**src/rtl/tmr_wdog_pkg.sv**
```systemverilog
package tmr_wdog_pkg;

  typedef enum logic [1:0] {
    MODE_FREE     = 2'd0,
    MODE_PERIODIC = 2'd1,
    MODE_ONESHOT  = 2'd2,
    MODE_WATCHDOG = 2'd3
  } tmr_mode_e;

  // register byte offsets
  localparam logic [7:0] OFS_LOAD = 8'h00;
  localparam logic [7:0] OFS_STAT = 8'h04;
  localparam logic [7:0] OFS_CTRL = 8'h08;

  // control fields
  localparam int CTL_RUN_BIT  = 7;
  localparam int CTL_MODE_LSB = 4;
  localparam int CTL_DIV_LSB  = 0;

  // status fields
  localparam int STAT_CAUSE_BIT  = 1;
  localparam int STAT_EXPIRY_BIT = 5;

endpackage

```
**src/rtl/tmr_wdog_prescale.sv**
```systemverilog
module tmr_wdog_prescale #(
  parameter int CODE_W = 4,
  parameter int DIV_W  = 16
) (
  input  logic              clk,
  input  logic              rst_n,
  input  logic              run,
  input  logic              restart,
  input  logic [CODE_W-1:0] code,
  output logic              tick
);

  localparam int TOP_CODE = (1 << CODE_W) - 1;

  logic [DIV_W-1:0] phase_q, phase_d, mask;

  // the top code selects the full divider width, lower codes 2^code
  always_comb begin
    for (int i = 0; i < DIV_W; i++) begin
      mask[i] = (int'(code) == TOP_CODE) || (i < int'(code));
    end
  end

  assign tick = run && ((phase_q & mask) == mask);

  always_comb begin
    if (!run || restart) phase_d = '0;
    else                 phase_d = phase_q + 1'b1;
  end

  always_ff @(posedge clk or negedge rst_n) begin
    if (!rst_n) phase_q <= '0;
    else        phase_q <= phase_d;
  end


  tick_spacing_chk: assert property (@(posedge clk) disable iff (!rst_n)
    (tick && code != '0 && !restart && run) |=> !tick);

endmodule

```
**src/rtl/tmr_wdog_core.sv**
```systemverilog
module tmr_wdog_core
  import tmr_wdog_pkg::*;
#(
  parameter int CNT_W = 16
) (
  input  logic             clk,
  input  logic             rst_n,
  input  logic             tick,
  input  tmr_mode_e        mode,
  input  logic             load_wr,
  input  logic [CNT_W-1:0] load_data,
  input  logic [CNT_W-1:0] reload_val,
  output logic [CNT_W-1:0] count,
  output logic             expire
);

  logic [CNT_W-1:0] count_q, count_d;

  // a kick in the same cycle beats the expiry
  assign expire = tick && !load_wr && (count_q == '0);
  assign count  = count_q;

  always_comb begin
    count_d = count_q;
    if (load_wr) begin
      count_d = load_data;
    end else if (tick) begin
      if (count_q != '0) begin
        count_d = count_q - 1'b1;
      end else begin
        unique case (mode)
          MODE_FREE:     count_d = '1;
          MODE_PERIODIC: count_d = reload_val;
          MODE_WATCHDOG: count_d = reload_val;
          default:       count_d = '0;
        endcase
      end
    end
  end

  always_ff @(posedge clk or negedge rst_n) begin
    if (!rst_n) count_q <= '0;
    else        count_q <= count_d;
  end


  load_lands_chk: assert property (@(posedge clk) disable iff (!rst_n)
    load_wr |=> count_q == $past(load_data));


  count_hold_chk: assert property (@(posedge clk) disable iff (!rst_n)
    (!load_wr && !tick) |=> $stable(count_q));


  free_wrap_chk: assert property (@(posedge clk) disable iff (!rst_n)
    (expire && mode == MODE_FREE) |=> count_q == '1);


  periodic_reload_chk: assert property (@(posedge clk) disable iff (!rst_n)
    (expire && mode == MODE_PERIODIC) |=> count_q == $past(reload_val));

endmodule

```
**src/rtl/tmr_wdog.sv**
```systemverilog
module tmr_wdog
  import tmr_wdog_pkg::*;
#(
  parameter int ADDR_W  = 8,
  parameter int DATA_W  = 32,
  parameter int CNT_W   = 16,
  parameter int CODE_W  = 4,
  parameter int DIV_W   = 16,
  parameter int RST_CYC = 4
) (
  input  logic              clk,
  input  logic              rst_n,
  input  logic              wr_en,
  input  logic              rd_en,
  input  logic [ADDR_W-1:0] addr,
  input  logic [DATA_W-1:0] wdata,
  output logic [DATA_W-1:0] rdata,
  output logic              irq,
  output logic              sys_rst_req
);

  localparam int RC_W = $clog2(RST_CYC + 1);

  logic load_wr, stat_wr, ctrl_wr;
  logic hit_load, hit_stat, hit_ctrl;

  logic              run_q, run_d;
  tmr_mode_e         mode_q, mode_d;
  logic [CODE_W-1:0] div_q, div_d;
  logic [CNT_W-1:0]  reload_q, reload_d;
  logic              cause_q, cause_d;
  logic              evt_q, evt_d;
  logic              irq_q, irq_d;
  logic [RC_W-1:0]   rcnt_q, rcnt_d;

  logic             tick, expire, wd_expire;
  logic [CNT_W-1:0] count;
  logic [DATA_W-1:0] rdata_d;

  logic unused_wdata_hi;
  assign unused_wdata_hi = ^wdata[DATA_W-1:CNT_W];

  // decode
  assign hit_load = (addr == ADDR_W'(OFS_LOAD));
  assign hit_stat = (addr == ADDR_W'(OFS_STAT));
  assign hit_ctrl = (addr == ADDR_W'(OFS_CTRL));
  assign load_wr  = wr_en && hit_load;
  assign stat_wr  = wr_en && hit_stat;
  assign ctrl_wr  = wr_en && hit_ctrl;

  tmr_wdog_prescale #(
    .CODE_W (CODE_W),
    .DIV_W  (DIV_W)
  ) u_prescale (
    .clk     (clk),
    .rst_n   (rst_n),
    .run     (run_q),
    .restart (load_wr),
    .code    (div_q),
    .tick    (tick)
  );

  tmr_wdog_core #(
    .CNT_W (CNT_W)
  ) u_core (
    .clk        (clk),
    .rst_n      (rst_n),
    .tick       (tick),
    .mode       (mode_q),
    .load_wr    (load_wr),
    .load_data  (wdata[CNT_W-1:0]),
    .reload_val (reload_q),
    .count      (count),
    .expire     (expire)
  );

  assign wd_expire = expire && (mode_q == MODE_WATCHDOG);

  // next state
  always_comb begin
    run_d    = run_q;
    mode_d   = mode_q;
    div_d    = div_q;
    reload_d = reload_q;
    if (ctrl_wr) begin
      run_d  = wdata[CTL_RUN_BIT];
      mode_d = tmr_mode_e'(wdata[CTL_MODE_LSB +: 2]);
      div_d  = wdata[CTL_DIV_LSB +: CODE_W];
    end else if (expire && mode_q == MODE_ONESHOT) begin
      run_d = 1'b0;
    end
    if (load_wr) reload_d = wdata[CNT_W-1:0];

    cause_d = (cause_q && !(stat_wr && wdata[STAT_CAUSE_BIT])) || wd_expire;
    evt_d   = (evt_q && !(stat_wr && wdata[STAT_EXPIRY_BIT])) || expire;
    irq_d   = expire;

    if (wd_expire)          rcnt_d = RC_W'(RST_CYC);
    else if (rcnt_q != '0)  rcnt_d = rcnt_q - 1'b1;
    else                    rcnt_d = '0;
  end

  // registers
  always_ff @(posedge clk or negedge rst_n) begin
    if (!rst_n) begin
      run_q    <= 1'b0;
      mode_q   <= MODE_FREE;
      div_q    <= '0;
      reload_q <= '0;
      cause_q  <= 1'b0;
      evt_q    <= 1'b0;
      irq_q    <= 1'b0;
      rcnt_q   <= '0;
    end else begin
      run_q    <= run_d;
      mode_q   <= mode_d;
      div_q    <= div_d;
      reload_q <= reload_d;
      cause_q  <= cause_d;
      evt_q    <= evt_d;
      irq_q    <= irq_d;
      rcnt_q   <= rcnt_d;
    end
  end

  assign irq         = irq_q;
  assign sys_rst_req = (rcnt_q != '0);

  // read mux
  always_comb begin
    rdata_d = '0;
    if (hit_load) begin
      rdata_d[CNT_W-1:0] = count;
    end else if (hit_stat) begin
      rdata_d[STAT_CAUSE_BIT]  = cause_q;
      rdata_d[STAT_EXPIRY_BIT] = evt_q;
    end else if (hit_ctrl) begin
      rdata_d[CTL_RUN_BIT]             = run_q;
      rdata_d[CTL_MODE_LSB +: 2]       = mode_q;
      rdata_d[CTL_DIV_LSB +: CODE_W]   = div_q;
    end
  end
  assign rdata = rd_en ? rdata_d : '0;


  oneshot_stop_chk: assert property (@(posedge clk) disable iff (!rst_n)
    (expire && mode_q == MODE_ONESHOT && !ctrl_wr) |=> !run_q);


  wd_request_chk: assert property (@(posedge clk) disable iff (!rst_n)
    wd_expire |=> (sys_rst_req && cause_q));


  cause_sticky_chk: assert property (@(posedge clk) disable iff (!rst_n)
    (cause_q && !(stat_wr && wdata[STAT_CAUSE_BIT])) |=> cause_q);


  expiry_sticky_chk: assert property (@(posedge clk) disable iff (!rst_n)
    (evt_q && !(stat_wr && wdata[STAT_EXPIRY_BIT])) |=> evt_q);

endmodule

```
**config.mk**
```make
export PLATFORM = sky130hd
export DESIGN_NAME = tmr_wdog
export DESIGN_NICKNAME = d
export VERILOG_FILES = /design/src/rtl/tmr_wdog_pkg.sv /design/src/rtl/tmr_wdog_prescale.sv /design/src/rtl/tmr_wdog_core.sv /design/src/rtl/tmr_wdog.sv
export SDC_FILE = /design/constraint.sdc
export NUM_CORES = 1
export LEC_CHECK = 0
export BUFFER_PORTS_ARGS = -buffer_cell sky130_fd_sc_hd__buf_2
export CORE_UTILIZATION = 50
export CTS_CLUSTER_SIZE = 25
export DETAILED_ROUTE_END_ITERATION = 7
export HOLD_SLACK_MARGIN = 0.03
export PLACE_DENSITY = 0.75
export SYNTH_ARGS = -nofsm -noshare
export SYNTH_HDL_FRONTEND = slang
export SYNTH_SLANG_ARGS = --single-unit
export TNS_END_PERCENT = 1
```
**constraint.sdc**
```tcl
create_clock -name clk -period 2.3 [get_ports clk]
set_input_delay 0.115 -clock clk [delete_from_list [all_inputs] [get_ports clk]]
set_output_delay 0.115 -clock clk [all_outputs]
set_load 0.05 [all_outputs]
```
==> qor.txt <==
Status - finished clean
Layout Skew - 7.09 ps
Met2 WL - 3980 um
#FFs+latches synth - 61
Port Buf Inserts - 45
Setup crit end kind - register
Synth Area per Inst - 8.87 um^2
TritonRoute pass-1 iters - 5
Die Width - 87.9 um
Die Ht - 87.9 um
Measured slew at the worst slew-check pin - 762 ps
Clock latency on the worst-skew pair - 350 ps
Most frequent cells in the layout - nand2_1, dfrtp_1, nor2_1, buf_2, mux2i_1
Critical path peak fanout - 11
First-pass GRT wire length - 14100 um
Diodes inserted - 0
Design Power - 2.68 mW
Cell family contributing the most delay on the critical path - simple AND/OR/NAND/NOR gates
Worst Reg-to-Reg Cells - 8
Num CTS Buffers - 9
Vias per cell - 5.40
Worst-case clock buffer depth - 2
Post-DP Area - 0.00396 mm^2
Slew margin rel. - 0.492
Worst slack after detailed placement - 238 ps
Layout cells sized above 1 - 0.185
Final hold violations - 0
Max layer used - met4
RSZ-0062 raised after global routing - false
Synthesized instance count - 416
Critical Path RT - 2530 ps
Antenna-violating nets left - 0
Cell repeated most along the worst path - mux2i_1
Drt total wl - 8550 um
Peak supply drop - 0.000313 V
Synth-to-Final Area Change - 15.7%
DRC - 0
Yosys top cell by area - dfrtp_1
Kind of critical path - reg2reg
Synth warn - 0
Initial antenna violation count - 0
Final WS setup - 210 ps
Hold worst-path end - reload_q[1]
Final instance area - 0.00427 mm^2
Most common cell after layout, fill and taps aside - nand2_1
Sink Count - 61
Worst-path clk slew - 70 ps
Lkg Pwr - 2.05 nW
GRT Residual Overflow - 0
Min Clock Period, post-route - 2090 ps
M1 wire length - 3990 um
Slew Viols, Final - 0
Root Driver - clkbuf_8
Largest net degree at the start of global routing - 62
Setup TNS - 0 ps
Crit Reg-Reg Startpoint - u_core.count[0]
Initial Utilization - 0.532
CORE AREA - 0.00694 mm^2
Die footprint - 0.00773 mm^2
CTS tree - done
DR vias - 3113
GP Congestion - 0.824
P per Cell Area - 628 mW/mm^2
Critical Path Start Type - register
Met3 WL post-DR - 450 um
Seq/Total Area, Yosys - 0.414
Crit path DAT - 2320 ps
R2r endpoint - u_core.count[5]
Final worst-path cycle share - 0.909
# Post-CTS Setup Buffers - 0
Post-Syn Area - 0.00369 mm^2
Slowest-stage cell, CP - dfrtp_1
Placed cell count - 545
Initial DRC Count - 231
Crit path largest cell delay - 400 ps
Wire length per cell - 14.8 um
Worst path cell trace - inv_1 -> ha_1 -> nor3b_2 -> nand4_4 -> buf_4 -> mux2i_1 -> mux2i_1 -> o21ai_1
Worst hold start - wdata[1]
Fmax - 0.478 GHz
Reg2Reg Setup Slack - 210 ps
Hpwl dp - 5760 um
Synth cell types - 52
Ports - 78
Number of global-route vias before repair - 3023
Largest cells by area after synthesis - dfrtp_1, mux2i_1, nand2_1
Row count - 30
CP Buf/Inv Count - 2
Nets@finish - 524
Hold Path Class - in2reg
H-tree Lvls - 3
Non-Filler Instances - 576
Final setup violation count - 0
Hold path depth - 3
MaxCap Viol Count - 0
Share of the synthesized area in the top cell type - 0.414
GRT Util Overall - 0.240
-- power by group --
part	internal, mW	switching [mW]
Sequential	1.16	0.144
Combinational	0.234	0.337
Clock	0.379	0.426
Total	1.77	0.907
-- logic make-up (layout without fill, tap and decap cells) --
logic type      Yosys count  count (layout)  share of synthesized area
compound gates           67              67                      0.112
xor+xnor                 23              23                     0.0546
fa+ha+maj                 5               5                     0.0169
buf+inv                  48              97                     0.0729
flops                    61              61                      0.414
mux                      34              34                     0.0942
other cells               1              16                    0.00102
simple gates            177             177                      0.235
-- metrics by stage --
| stage | hold slack [ps] | util |
|---|---|---|
| global route | 55.5 | 0.615 |
| finish | 40.2 | 0.615 |
| detailed placement | 327 | 0.570 |
| CTS | 35.6 | 0.615 |
| floorplan | -181 | - |
| global placement | 310 | 0.570 |
-- synthesized netlist by cell type (all sizes together) --
| library cell | count |
|---|---|
| inv | 10 |
| or2 | 4 |
| o21a | 1 |
| or3 | 1 |
| xor2 | 13 |
| mux2i | 28 |
| nor3 | 7 |
| a31o | 2 |
| and3 | 6 |
| nor3b | 1 |
| o2111ai | 2 |
| a31oi | 4 |
| nor2 | 46 |
| and2 | 10 |
| buf | 26 |
| nand2 | 66 |
| o2111a | 1 |
| ha | 5 |
| dfrtp | 61 |
| o21bai | 1 |
| nand4b | 1 |
| o22ai | 1 |
| a211o | 1 |
| mux2 | 6 |
| clkbuf | 12 |
| nand2b | 5 |
| nor2b | 3 |
| nand4 | 10 |
| a21o | 1 |
| and4 | 2 |
| a32oi | 1 |
| o21ai | 29 |
| a21boi | 2 |
| xnor2 | 10 |
| conb | 1 |
| o31ai | 2 |
| nor4 | 5 |
| o311ai | 3 |
| a22o | 1 |
| o211ai | 4 |
| a21oi | 11 |
| nand3 | 9 |
| or4 | 1 |
-- worst max path at each step --
stage               startpoint               end  slack (ps)  cells past startpoint
2_1_floorplan          addr[5]         rdata[13]         330                      5
3_3_place_gp   u_core.count[0]         rcnt_q[2]         310                      7
3_5_place_dp   u_core.count[0]  u_core.count[12]         240                      8
4_1_cts        u_core.count[0]  u_core.count[12]         230                      8
5_1_grt        u_core.count[0]  u_core.count[11]          60                      8
6_report       u_core.count[0]   u_core.count[5]         210                      8
-- state kept, by name, summed over array words and instances (netlist names) --
name	count
reload_q	16
u_core.count	16
u_prescale.phase_q	16
div_q	4
rcnt_q	3
mode_q	2
cause_q	1
evt_q	1
irq	1
run_q	1
-- per-layer routing --
| layer | track usage | vias to the layer above |
|---|---|---|
| li1 | - | 1513 |
| met1 | 0.316 | 1471 |
| met2 | 0.386 | 115 |
| met3 | 0.0575 | 14 |
| met4 | 0.0864 | 0 |
| met5 | 0 | - |
-- what timing repair did --
action	4_1_cts	5_1_grt
hold buffers	15	0
resized for setup	0	0
endpoints found under the hold margin	90	0
-- worst reg2reg max path: cells and delay by family, from the launching register on --
kind | cells | cell delay (ps)
flops | 1 | 400
simple gates | 2 | 600
compound gates | 1 | 70
fa+ha+maj | 1 | 210
buf+inv | 2 | 400
mux | 2 | 290
-- area by class of cell --
cell class / count / area (um^2)
Tap cell: 96 / 120
Clock buffer: 10 / 128
Inverter: 10 / 37.5
Clock inverter: 6 / 30.0
Multi-Input combinational cell: 322 / 1960
Sequential cell: 61 / 1530
Fill cell: 612 / 2680
Timing Repair Buffer: 71 / 470
Power figures use the tool's default switching activity.
